===== src/rtl/wdt_pkg.sv =====
// Shared constants and types for the countdown watchdog.
// Configuration bit positions are fixed because software and the pulse
// routing both decode them.
package wdt_pkg;
    localparam int CFG_SEC_BIT  = 7;  // 1: second units, 0: minute units
    localparam int CFG_KBD_BIT  = 6;  // keyboard reset enable
    localparam int CFG_TOUT_BIT = 5;  // timeout output enable
    localparam int CFG_PWR_BIT  = 4;  // power-good reset enable
    localparam int ST_FLAG_BIT  = 0;  // expiry flag in control register
    localparam int N_PULSE_OUT  = 3;  // number of routed pulse outputs

    typedef enum logic [2:0] {
        SEL_NONE,
        SEL_CTRL,
        SEL_CFG,
        SEL_LO,
        SEL_HI
    } reg_sel_e;

    // Enable bit in the configuration register for pulse output k
    // (0: keyboard reset, 1: power-good reset, 2: timeout output).
    function automatic int pulse_en_bit(input int k);
        case (k)
            0:       return CFG_KBD_BIT;
            1:       return CFG_PWR_BIT;
            default: return CFG_TOUT_BIT;
        endcase
    endfunction
endpackage


===== src/rtl/wdt_regs.sv =====
// Register bank of the watchdog: control (sticky expiry flag, W1C),
// configuration byte, timeout low and high bytes.
// Assumes one write per cycle; a low-byte write produces a load request
// with the combined value. CNT_W must lie between 8 and 16.
module wdt_regs
    import wdt_pkg::*;
#(
    parameter int         CNT_W     = 16,
    parameter logic [7:0] ADDR_CTRL = 8'h71,
    parameter logic [7:0] ADDR_CFG  = 8'h72,
    parameter logic [7:0] ADDR_LO   = 8'h73,
    parameter logic [7:0] ADDR_HI   = 8'h74
) (
    input  logic             clk,
    input  logic             rst_n,
    input  logic             wr_en,
    input  logic [7:0]       wr_addr,
    input  logic [7:0]       wr_data,
    input  logic [7:0]       rd_addr,
    input  logic             expire,
    output logic [7:0]       rd_data,
    output logic [7:0]       cfg_q,
    output logic             status_q,
    output logic             load,
    output logic [CNT_W-1:0] load_val
);
    localparam int HI_W = CNT_W - 8;

    function automatic reg_sel_e decode(input logic [7:0] a);
        if (a == ADDR_CTRL)     return SEL_CTRL;
        else if (a == ADDR_CFG) return SEL_CFG;
        else if (a == ADDR_LO)  return SEL_LO;
        else if (a == ADDR_HI)  return SEL_HI;
        else                    return SEL_NONE;
    endfunction

    reg_sel_e   wsel;
    logic [7:0] lo_q;
    logic [7:0] hi_rd;
    logic       clr_req;

    assign wsel    = wr_en ? decode(wr_addr) : SEL_NONE;
    assign load    = (wsel == SEL_LO);
    assign clr_req = (wsel == SEL_CTRL) && wr_data[ST_FLAG_BIT];

    // Configuration byte storage.
    always_ff @(posedge clk) begin
        if (!rst_n)              cfg_q <= 8'h00;
        else if (wsel == SEL_CFG) cfg_q <= wr_data;
    end

    // Low timeout byte, kept for read-back.
    always_ff @(posedge clk) begin
        if (!rst_n)    lo_q <= 8'h00;
        else if (load) lo_q <= wr_data;
    end

    // Sticky expiry flag: set wins over a same-cycle clear.
    always_ff @(posedge clk) begin
        if (!rst_n)       status_q <= 1'b0;
        else if (expire)  status_q <= 1'b1;
        else if (clr_req) status_q <= 1'b0;
    end

    generate
        if (HI_W > 0) begin : g_hi
            logic [HI_W-1:0] hi_q;
            // High timeout byte; writing it does not reload the counter.
            always_ff @(posedge clk) begin
                if (!rst_n)               hi_q <= '0;
                else if (wsel == SEL_HI)  hi_q <= wr_data[HI_W-1:0];
            end
            assign hi_rd    = 8'(hi_q);
            assign load_val = {hi_q, wr_data};
        end else begin : g_no_hi
            assign hi_rd    = 8'h00;
            assign load_val = wr_data[CNT_W-1:0];
        end
    endgenerate

    // Combinational read mux.
    always_comb begin
        rd_data = 8'h00;
        case (decode(rd_addr))
            SEL_CTRL: rd_data[ST_FLAG_BIT] = status_q;
            SEL_CFG:  rd_data = cfg_q;
            SEL_LO:   rd_data = lo_q;
            SEL_HI:   rd_data = hi_rd;
            default:  rd_data = 8'h00;
        endcase
    end

    // an expiry always leaves the flag set on the next cycle.
    p_flag_set_r7: assert property (@(posedge clk) disable iff (!rst_n)
        expire |=> status_q);
    // without a W1C write the flag never falls.
    p_flag_hold_r7: assert property (@(posedge clk) disable iff (!rst_n)
        (status_q && !clr_req) |=> status_q);
endmodule


===== src/rtl/wdt_prescaler.sv =====
// Divide-by-DIV stage for minute mode: counts one-second ticks while
// enabled and flags the tick that completes a minute. A clear (reload)
// restarts the division from zero.
module wdt_prescaler #(
    parameter int DIV = 60
) (
    input  logic clk,
    input  logic rst_n,
    input  logic clr,
    input  logic en,
    input  logic tick,
    output logic wrap
);
    localparam int CW = (DIV > 1) ? $clog2(DIV) : 1;
    localparam logic [CW-1:0] LAST = CW'(DIV - 1);

    logic [CW-1:0] cnt;

    assign wrap = en && tick && (cnt == LAST);

    // Tick accumulator, cleared on reload.
    always_ff @(posedge clk) begin
        if (!rst_n || clr)  cnt <= '0;
        else if (en && tick) cnt <= (cnt == LAST) ? '0 : cnt + 1'b1;
    end

    // the accumulator never reaches DIV.
    p_presc_range_r4: assert property (@(posedge clk) disable iff (!rst_n)
        cnt <= LAST);
    // a reload leaves the accumulator at zero.
    p_presc_clr_r4: assert property (@(posedge clk) disable iff (!rst_n)
        clr |=> (cnt == '0));
endmodule


===== src/rtl/wdt_downcount.sv =====
// Timeout down-counter. A load overrides everything; otherwise a step
// decrements a nonzero count. Reaching zero from one emits a single-cycle
// expire and the counter then rests at zero until the next load.
module wdt_downcount #(
    parameter int CNT_W = 16
) (
    input  logic             clk,
    input  logic             rst_n,
    input  logic             load,
    input  logic [CNT_W-1:0] load_val,
    input  logic             step,
    output logic             running,
    output logic             expire
);
    localparam logic [CNT_W-1:0] ONE = CNT_W'(1);

    logic [CNT_W-1:0] cnt;

    assign running = (cnt != '0);
    assign expire  = !load && step && (cnt == ONE);

    // Count register: load, else decrement on step while nonzero.
    always_ff @(posedge clk) begin
        if (!rst_n)               cnt <= '0;
        else if (load)            cnt <= load_val;
        else if (running && step) cnt <= cnt - 1'b1;
    end

    // a load installs the full combined value.
    p_load_val_r12: assert property (@(posedge clk) disable iff (!rst_n)
        load |=> (cnt == $past(load_val)));
    // a stopped counter stays stopped until the next load.
    p_stay_zero_r8: assert property (@(posedge clk) disable iff (!rst_n)
        (!running && !load) |=> !running);
    // each step without load takes exactly one off a nonzero count.
    p_step_dec_r3: assert property (@(posedge clk) disable iff (!rst_n)
        (running && step && !load) |=> (cnt == $past(cnt) - 1'b1));
    // without step or load the count holds.
    p_hold_r6: assert property (@(posedge clk) disable iff (!rst_n)
        (!step && !load) |=> $stable(cnt));
endmodule


===== src/rtl/wdt_pulse.sv =====
// Fixed-width pulse stretcher: a fire while enabled drives the output
// high for exactly WIDTH cycles, starting the next cycle.
module wdt_pulse #(
    parameter int WIDTH = 16
) (
    input  logic clk,
    input  logic rst_n,
    input  logic fire,
    input  logic en,
    output logic pulse_o
);
    localparam int PW = $clog2(WIDTH + 1);
    localparam logic [PW-1:0] FULL = PW'(WIDTH);

    logic [PW-1:0] remain;

    assign pulse_o = (remain != '0);

    // Remaining high cycles of the current pulse.
    always_ff @(posedge clk) begin
        if (!rst_n)            remain <= '0;
        else if (fire && en)   remain <= FULL;
        else if (remain != '0) remain <= remain - 1'b1;
    end

    // an enabled fire raises the output on the next cycle.
    p_pulse_start_r9: assert property (@(posedge clk) disable iff (!rst_n)
        (fire && en) |=> pulse_o);
    // a disabled output never starts from idle.
    p_pulse_idle_r9: assert property (@(posedge clk) disable iff (!rst_n)
        (!pulse_o && !(fire && en)) |=> !pulse_o);
    // the remaining count never exceeds the width.
    p_pulse_bound_r9: assert property (@(posedge clk) disable iff (!rst_n)
        remain <= FULL);
endmodule


===== src/rtl/sm_watchdog.sv =====
// Top of the second/minute countdown watchdog. Wires the register bank,
// the minute prescaler, the down-counter and one pulse stretcher per
// routed output. Assumes tick_1s is a one-cycle pulse in the clk domain.
module sm_watchdog
    import wdt_pkg::*;
#(
    parameter int         CNT_W     = 16,
    parameter int         MIN_DIV   = 60,
    parameter int         PULSE_CYC = 8,
    parameter logic [7:0] ADDR_CTRL = 8'h71,
    parameter logic [7:0] ADDR_CFG  = 8'h72,
    parameter logic [7:0] ADDR_LO   = 8'h73,
    parameter logic [7:0] ADDR_HI   = 8'h74
) (
    input  logic       clk,
    input  logic       rst_n,
    input  logic       tick_1s,
    input  logic       wr_en,
    input  logic [7:0] wr_addr,
    input  logic [7:0] wr_data,
    input  logic [7:0] rd_addr,
    output logic [7:0] rd_data,
    output logic       expired_o,
    output logic       kbd_rst_o,
    output logic       pwrgood_rst_o,
    output logic       tmo_o
);
    logic [7:0]             cfg_q;
    logic                   load;
    logic [CNT_W-1:0]       load_val;
    logic                   running;
    logic                   expire;
    logic                   min_wrap;
    logic                   step;
    logic                   sec_mode;
    logic [N_PULSE_OUT-1:0] pulse_vec;

    assign sec_mode = cfg_q[CFG_SEC_BIT];
    assign step     = sec_mode ? tick_1s : min_wrap;

    wdt_regs #(
        .CNT_W(CNT_W), .ADDR_CTRL(ADDR_CTRL), .ADDR_CFG(ADDR_CFG),
        .ADDR_LO(ADDR_LO), .ADDR_HI(ADDR_HI)
    ) u_regs (
        .clk(clk), .rst_n(rst_n), .wr_en(wr_en), .wr_addr(wr_addr),
        .wr_data(wr_data), .rd_addr(rd_addr), .expire(expire),
        .rd_data(rd_data), .cfg_q(cfg_q), .status_q(expired_o),
        .load(load), .load_val(load_val)
    );

    wdt_prescaler #(.DIV(MIN_DIV)) u_presc (
        .clk(clk), .rst_n(rst_n), .clr(load), .en(running && !sec_mode),
        .tick(tick_1s), .wrap(min_wrap)
    );

    wdt_downcount #(.CNT_W(CNT_W)) u_cnt (
        .clk(clk), .rst_n(rst_n), .load(load), .load_val(load_val),
        .step(step), .running(running), .expire(expire)
    );

    generate
        for (genvar k = 0; k < N_PULSE_OUT; k++) begin : g_pulse
            wdt_pulse #(.WIDTH(PULSE_CYC)) u_pulse (
                .clk(clk), .rst_n(rst_n), .fire(expire),
                .en(cfg_q[pulse_en_bit(k)]), .pulse_o(pulse_vec[k])
            );
        end
    endgenerate

    assign kbd_rst_o     = pulse_vec[0];
    assign pwrgood_rst_o = pulse_vec[1];
    assign tmo_o         = pulse_vec[2];

    // once stopped with no load, the flag cannot newly rise.
    p_stopped_quiet_r5: assert property (@(posedge clk) disable iff (!rst_n)
        (!running && !load && !expired_o) |=> !expired_o);
endmodule


===== config.mk =====
export PLATFORM = sky130hd
export DESIGN_NAME = sm_watchdog
export DESIGN_NICKNAME = d
export VERILOG_FILES = /design/src/rtl/wdt_pkg.sv /design/src/rtl/wdt_regs.sv /design/src/rtl/wdt_prescaler.sv /design/src/rtl/wdt_downcount.sv /design/src/rtl/wdt_pulse.sv /design/src/rtl/sm_watchdog.sv
export SDC_FILE = /design/constraint.sdc
export NUM_CORES = 1
export LEC_CHECK = 0
export ABC_CLOCK_PERIOD_IN_PS = 2510
export BUFFER_PORTS_ARGS = -buffer_cell sky130_fd_sc_hd__clkbuf_2
export CORE_MARGIN = 4
export CORE_UTILIZATION = 57
export DETAILED_ROUTE_END_ITERATION = 7
export GPL_TIMING_DRIVEN = 0
export PLACE_DENSITY = 0.79
export RECOVER_POWER = 50
export SLEW_MARGIN = 20
export SYNTH_ARGS = -nofsm -noshare
export SYNTH_HDL_FRONTEND = slang
export SYNTH_SLANG_ARGS = --single-unit

===== constraint.sdc =====
create_clock -name clk -period 2.51 [get_ports clk]
set_clock_uncertainty 0.1 [all_clocks]
set_input_delay 0.1255 -clock clk [delete_from_list [all_inputs] [get_ports clk]]
set_output_delay 0.1255 -clock clk [all_outputs]
set_load 0.02 [all_outputs]

==> metrics.md, run 1 <==
| Metric | Value |
|---|---|
| Total GRT Usage | 0.254 |
| Tmin final | around 2.4 ns |
| CP startpoint kind | flop |
| Slowest cell on the critical path | or4_1 |
| Routed WL | between 7 and 8 mm |
| Clk buf depth | 2 |
| CP peak stage delay | about 0.50 ns |
| DRC viols | 0 |
| First-pass GRT wire length | 12.8 mm |
| Outcome | complete, no violations |
| Core Util, Final | 0.706 |
| CTS tree | built |
| Critical Path RT | around 2.7 ns |
| GPL Wtd Cong | between 0.8 and 0.9 |
| I/O pin count | 40 |
| Vias per inst | 5.68 |
| Die H | slightly above 80 um |
| Final ANT Viol Nets | 0 |
| DR vias | ~2800 |
| Top-count cell post-synth | dfxtp_1 |
| Clock buffer count from CTS | 9 |
| Synth Area in Simple Gates | 0.258 |
| Seq/Total Area, Yosys | 0.383 |
| Core area | between 0.005 and 0.006 mm^2 |
| Fin cells | approximately 500 |
| Clk sinks | between 50 and 60 |
| Final Hold Viols | 0 |
| ANT cells | 0 |
| Async SR Flop Fraction | 0 |
| Placed insts | 471 |
| Mapped Area | just over 0.003 mm^2 |
| Detail Placement HPWL | 5.44 mm |
| Critical path peak fanout | 6 |
| FF+latch count, synth | a little under 60 |
| Fin crit share | 0.944 |
| Mean Syn Cell Area | roughly 8.5 um^2 |
| GRT overflow | 0 |
| Max Transition Viols Final | 0 |
| Initial DRC Count | about 140 |
| Final setup fails | 0 |
| Lkg Pwr | roughly 1.4 nW |
| Mapped Nets | approximately 400 |
| Netlist cell types | 46 |
| P&R area growth vs syn | 18.5% |
| PD cells | between 700 and 800 mW/mm^2 |
| Layout cells sized above 1 | 0.148 |
| Post-synthesis mux area share | 0.0877 |
| Die area | between 0.006 and 0.007 mm^2 |
| CP Class | reg2reg |
| Critical-path cell list | inv_1, ha_1, or3b_4, o41ai_4, buf_4, or2_2, buf_2, or4_1, a21oi_1 |
| Post-Synth Adder-Cell Area | 0.0406 |
| Synth Warn # | 0 |
| Number of max-cap violations | 0 |
| H-tree depth | 3 |
| Num rows | 26 |
| Area contributors post-synth | dfxtp_1 38%, mux2i_1 8.8%, a21oi_1 5.0%, nor2_1 4.6%, ha_1 4.1% |
| Slew margin rel. | 0.358 |
| Peak VDD IR | between 0.7 and 0.8 mV |
| Syn Inst Count | approximately 360 |
| Largest family of logic cells by synthesized area | simple AND/OR/NAND/NOR gates |
| Top_reg_cell synth | dfxtp_1 |
| Top cells by count, synth | 59 x dfxtp_1, 38 x nor2_1, 31 x a21oi_1, 31 x nand2_1, 27 x mux2i_1 |
| Number of flops mapped to enable cells by yosys | 0 |
| Clock transition at the registers of the reported paths | roughly 0.07 ns |
| Worst-Margin Slew | around 0.95 ns |
| CTS Root Buffer Type | clkbuf_8 |
| Fmax | 422 MHz |
| Area leader, netlist | dfxtp_1 |
| Post-synthesis compound-gate area fraction | 0.143 |
| Largest net degree at the start of global routing | 11 |
| Fin Setup TNS | 0 ns |
| Tot Pwr | 2.58 mW |
| HP Class | in2reg |
| Number of global-route vias before repair | 2691 |
| RSZ-0062 raised after global routing | no |
| Die X | around 82 um |
| Synth Area in XOR/XNOR | 0.0512 |
| Wire per inst | between 15 and 20 um |
| Worst hold margin | 0.0672 ns |
| Worst-Skew Late Latency | about 0.35 ns |
| Initial Util | 0.596 |
| Antenna violations before repair | 0 |
| DR pass1 iterations | 4 |
| Critical Path AT | ~2.5 ns |
| Port buffer count | 38 |
| Post-synth top area share | 0.383 |
| Nets | ~460 |
| CP Capture Type | flop |
timing repair:
action	in CTS	in global routing
hold endpoints to repair	20	0
hold buffers	8	0
gates resized for setup	0	5
setup endpoints to repair	0	10
buffers inserted	0	1
worst paths after layout:
path                                     start                      endpoint  slack (ns)  cells past startpoint
worst max-delay path              u_cnt.cnt[0]                u_presc.cnt[5]        0.14                      9
worst min-delay path                     rst_n  g_pulse[2].u_pulse.remain[3]        0.07                      2
worst max register to register    u_cnt.cnt[0]                u_presc.cnt[5]        0.14                      9
worst min register to register  u_regs.lo_q[2]                u_regs.lo_q[2]        0.36                      2
cells by family after synthesis:
family | Yosys count
adder cells (fa/ha/maj) | 10
AND/OR/NAND/NOR | 148
buffers and inverters | 29
flip-flops | 59
XOR/XNOR | 18
AO/OA/AOI/OAI | 72
multiplexers | 27
power breakdown:
| group | leakage, nW | switching (mW) | internal, mW |
|---|---|---|---|
| Clock | 0.0995 | 0.350 | 0.506 |
| Combinational | 0.871 | 0.359 | 0.284 |
| Sequential | 0.478 | 0.0550 | 1.02 |
metal layers:
layer	GRT usage	vias up	wire length, um
met5	0	-	0
met2	0.421	51	3660
li1	-	1422	-
met3	0.0877	18	340
met4	0.0895	0	183
met1	0.305	1319	3380
through the flow:
step / area (um^2) / setup WS (ns)
6_report: 3650 / 0.140
5_1_grt: 3650 / 0.0306
4_1_cts: 3630 / 0.0860
3_5_place_dp: 3360 / 0.115
3_3_place_gp: 3360 / 0.138
2_1_floorplan: 3080 / 0.337
placed cells by master (no fill, tap or decap), drive strengths merged, types with 3 or more instances in the layout:
cell,n
a21o,3
a21oi,31
a31oi,3
clkbuf,66
dfxtp,59
dlygate4sd3,8
ha,10
inv,12
mux2i,27
nand2,31
nand3,8
nand4,3
nor2,38
nor3,16
nor3b,5
nor4,12
o21ai,23
or3,8
or4,9
xnor2,14
xor2,4
flip-flops by register name, indices dropped and copies added (netlist names):
| signal | cells |
|---|---|
| u_presc.cnt | 6 |
| g_pulse.u_pulse.remain | 12 |
| u_cnt.cnt | 16 |
| u_regs.cfg_q | 8 |
| u_regs.g_hi.hi_q | 8 |
| u_regs.status_q | 1 |
| u_regs.lo_q | 8 |
critical path: cells and delay by family (launching register included):
kind | cells | cell delay [ns]
flip-flops | 1 | 0.38
adder cells (fa/ha/maj) | 1 | 0.19
buffers and inverters | 3 | 0.38
AND/OR/NAND/NOR | 3 | 1.02
AO/OA/AOI/OAI | 2 | 0.22
area by class of cell:
cell class              instances  area, um^2
plain buffers                  16        65.1
repair buffers                 47         272
clock inverters                 2        35.0
multi-input cells             275        1800
clock buffers                  13         159
fillers                       399        1520
well taps                      70        87.6
flip-flops and latches         59        1180
inverters                      13        48.8
Note: power is estimated with default switching activity, not from simulation.
==> inputs of run 2 (changes only) <==
- CELL_PAD_IN_SITES_DETAIL_PLACEMENT: default -> 1
- CELL_PAD_IN_SITES_GLOBAL_PLACEMENT: default -> 2
- CORE_UTILIZATION: 57 -> 35
- PLACE_DENSITY: 0.79 -> default
- PLACE_DENSITY_LB_ADDON: default -> 0.1
==> run 2 against run 1 <==
  * Flip-flop and latch count stayed put
  * Total power is 9.6% higher
  * Hold slack lost 0.046 ns
  * Critical path depth is the same
  * Critical path type unchanged
  * Critical endpoint unchanged
==> metrics.md, run 2 (synthesized netlist as in run 1, its figures left out) <==
| Metric | Value |
|---|---|
| Largest Register | u_cnt.cnt |
| DR vias | 2832 (+0.78%) |
| Outcome | complete, no violations |
| Slew margin rel. | 0.419 (+0.0614) |
| RSZ-0062 raised after global routing | no |
| Critical Path AT | 2.53 ns (about the same) |
| DRC viols | 0 (unchanged) |
| Largest register FFs | 16 (unchanged) |
| Initial Util | 0.368 (-0.228) |
| Detail Placement HPWL | 6.84 mm (+26%) |
| Sw Pwr | 0.829 mW (+8.4%) |
| DR pass1 iterations | 4 (unchanged) |
| Max Transition Viols Final | 0 (unchanged) |
| CP delay by family, top | simple AND/OR/NAND/NOR gates |
| Die area | 0.0104 mm^2 (+56%) |
| Critical Path RT | 2.68 ns (about the same) |
| CTS Root Buffer Type | clkbuf_8 |
| Placed insts | 507 (+7.6%) |
| Clk buf depth | 2 (unchanged) |
| Lkg Pwr | 1.47 nW (+1.5%) |
| Fin cells | 532 (+7.5%) |
| CP Capture Type | flop |
| Clk sinks | 59 (unchanged) |
| M1 WL | 4.73 mm (+40%) |
| Switching Fraction | 0.294 (-0.00307) |
| PD cells | 754 mW/mm^2 (+6.8%) |
| Clock transition at the registers of the reported paths | 0.07 ns (about the same) |
| Critical path peak fanout | 6 (unchanged) |
| Most common cell after layout, fill and taps aside | dfxtp_1 |
| Clock buffer count from CTS | 9 (unchanged) |
| Worst-Margin Slew | 0.863 ns (-0.0913 ns) |
| CP peak stage delay | 0.50 ns (about the same) |
| CTS tree | built |
| Antenna violations before repair | 0 (unchanged) |
| Initial DRC Count | 68 (-52%) |
| GRT overflow | 0 (unchanged) |
| Final ANT Viol Nets | 0 (unchanged) |
| Core area | 0.00838 mm^2 (+62%) |
| Clock share of power | 0.386 (+0.054) |
| First-pass GRT wire length | 15.3 mm (+20%) |
| Buf/Inv on CP | 3 (unchanged) |
| Routed WL | 9.28 mm (+23%) |
| Die X | 102 um (+25%) |
| ANT cells | 0 (unchanged) |
| Int Power | 1.99 mW (+10%) |
| Sequential Power Share | 0.381 (-0.037) |
| Peak VDD IR | 0.420 mV (-41%) |
| HP Class | in2reg |
| Layout cells sized above 1 | 0.152 (+0.00399) |
| H-tree depth | 3 (unchanged) |
| Wire length on met3 | 255 um (-25%) |
| Vias per inst | 5.32 (-6.2%) |
| GPL Wtd Cong | 0.774 (-8.7%) |
| Top sig layer | met4 |
| Final setup fails | 0 (unchanged) |
| Worst-Skew Late Latency | 0.34 ns (about the same) |
| Fin crit share | 0.939 (-0.00479) |
| Nets | 460 (+0.22%) |
| Num rows | 33 (+27%) |
| Slowest cell on the critical path | or4_1 |
| Number of max-cap violations | 0 (unchanged) |
| Combinational power share | 0.233 (-0.017) |
| Fmax | 424 MHz (+0.51%) |
| I/O pin count | 40 (unchanged) |
| Registers with the most flip-flops | u_cnt.cnt: 16 flops, g_pulse.u_pulse.remain: 12 flops |
| CP Class | reg2reg |
| Final Hold Viols | 0 (unchanged) |
| Most frequent cells in the layout | 58 x dfxtp_1, 38 x nor2_1, 32 x clkbuf_2 |
| Tmin final | 2.36 ns (-0.0120 ns) |
| Total GRT Usage | 0.192 (-0.0617) |
| DR WL met2 | 4.17 mm (+14%) |
| Die H | 102 um (+25%) |
| Critical-path cell list | inv_1, ha_1, or3b_4, o41ai_4, buf_4, or2_2, buf_2, or4_1, a21oi_1 |
| Port buffer count | 38 (unchanged) |
| Tot Pwr | 2.82 mW (+9.6%) |
| Largest net degree at the start of global routing | 11 (unchanged) |
| Wire per inst | 17.4 um (+14%) |
| Number of global-route vias before repair | 2909 (+8.1%) |
| CP startpoint kind | flop |
| P&R area growth vs syn | 21.6% |
-- run 2: layout make-up --
| class | instances | area (um^2) |
|---|---|---|
| plain buffers | 16 | 68.8 |
| clock buffers | 11 | 141 |
| flip-flops and latches | 59 | 1180 |
| inverters | 13 | 48.8 |
| clock inverters | 5 | 100 |
| well taps | 105 | 131 |
| fillers | 1019 | 4640 |
| repair buffers | 48 | 272 |
| multi-input cells | 275 | 1800 |
-- run 2: worst paths after layout --
kind,end,slack (ns),start,cells past startpoint
worst max-delay path,u_presc.cnt[5],0.15,u_cnt.cnt[1],9
worst min register to register,u_regs.lo_q[0],0.36,u_regs.lo_q[0],2
worst max register to register,u_presc.cnt[5],0.15,u_cnt.cnt[1],9
worst min-delay path,u_regs.lo_q[0],0.02,wr_data[0],3
-- run 2: tightest hold or removal path, delay by kind of cell --
kind                   cells  cell delay (ns)
buffers and inverters      1             0.15
AND/OR/NAND/NOR            1             0.08
AO/OA/AOI/OAI              1             0.05
-- run 2: power groups by stage --
| stage | combinational [mW] | clock, mW | sequential, mW |
|---|---|---|---|
| detailed placement | 0.666 | 0 | 1.10 |
| global placement | 0.641 | 0 | 1.10 |
| CTS | 0.676 | 1.11 | 1.08 |
| finish | 0.658 | 1.09 | 1.08 |
| floorplan | 0.502 | 0 | 1.08 |
| global route | 0.751 | 1.15 | 1.09 |
-- run 2: metal layers --
metal,up-vias,track usage
met5,-,0
met3,10,0.0334
met1,1359,0.271
met4,0,0.0575
met2,44,0.302
li1,1419,-
-- run 2: what timing repair did --
item                                   in CTS  in global routing
hold buffers                                7                  0
endpoints found under the hold margin      12                  0
setup buffers                               0                  2
setup endpoints to repair                   1                 14
pin swaps                                   0                  1
resized for setup                           1                  5
-- run 2: metrics by stage --
step / worst slack (ns) / TNS, ns / cell area [um^2] / util / hold WS, ns
floorplan: 0.337 / 0 / 3080 / - / 0.161
global placement: -0.157 / -0.621 / 3400 / 0.406 / 0.303
detailed placement: 0.0354 / 0 / 3410 / 0.407 / 0.311
CTS: 0.0528 / 0 / 3730 / 0.445 / 0.0149
global route: 0.0181 / 0 / 3750 / 0.447 / 0.0168
finish: 0.152 / 0 / 3750 / 0.447 / 0.0214
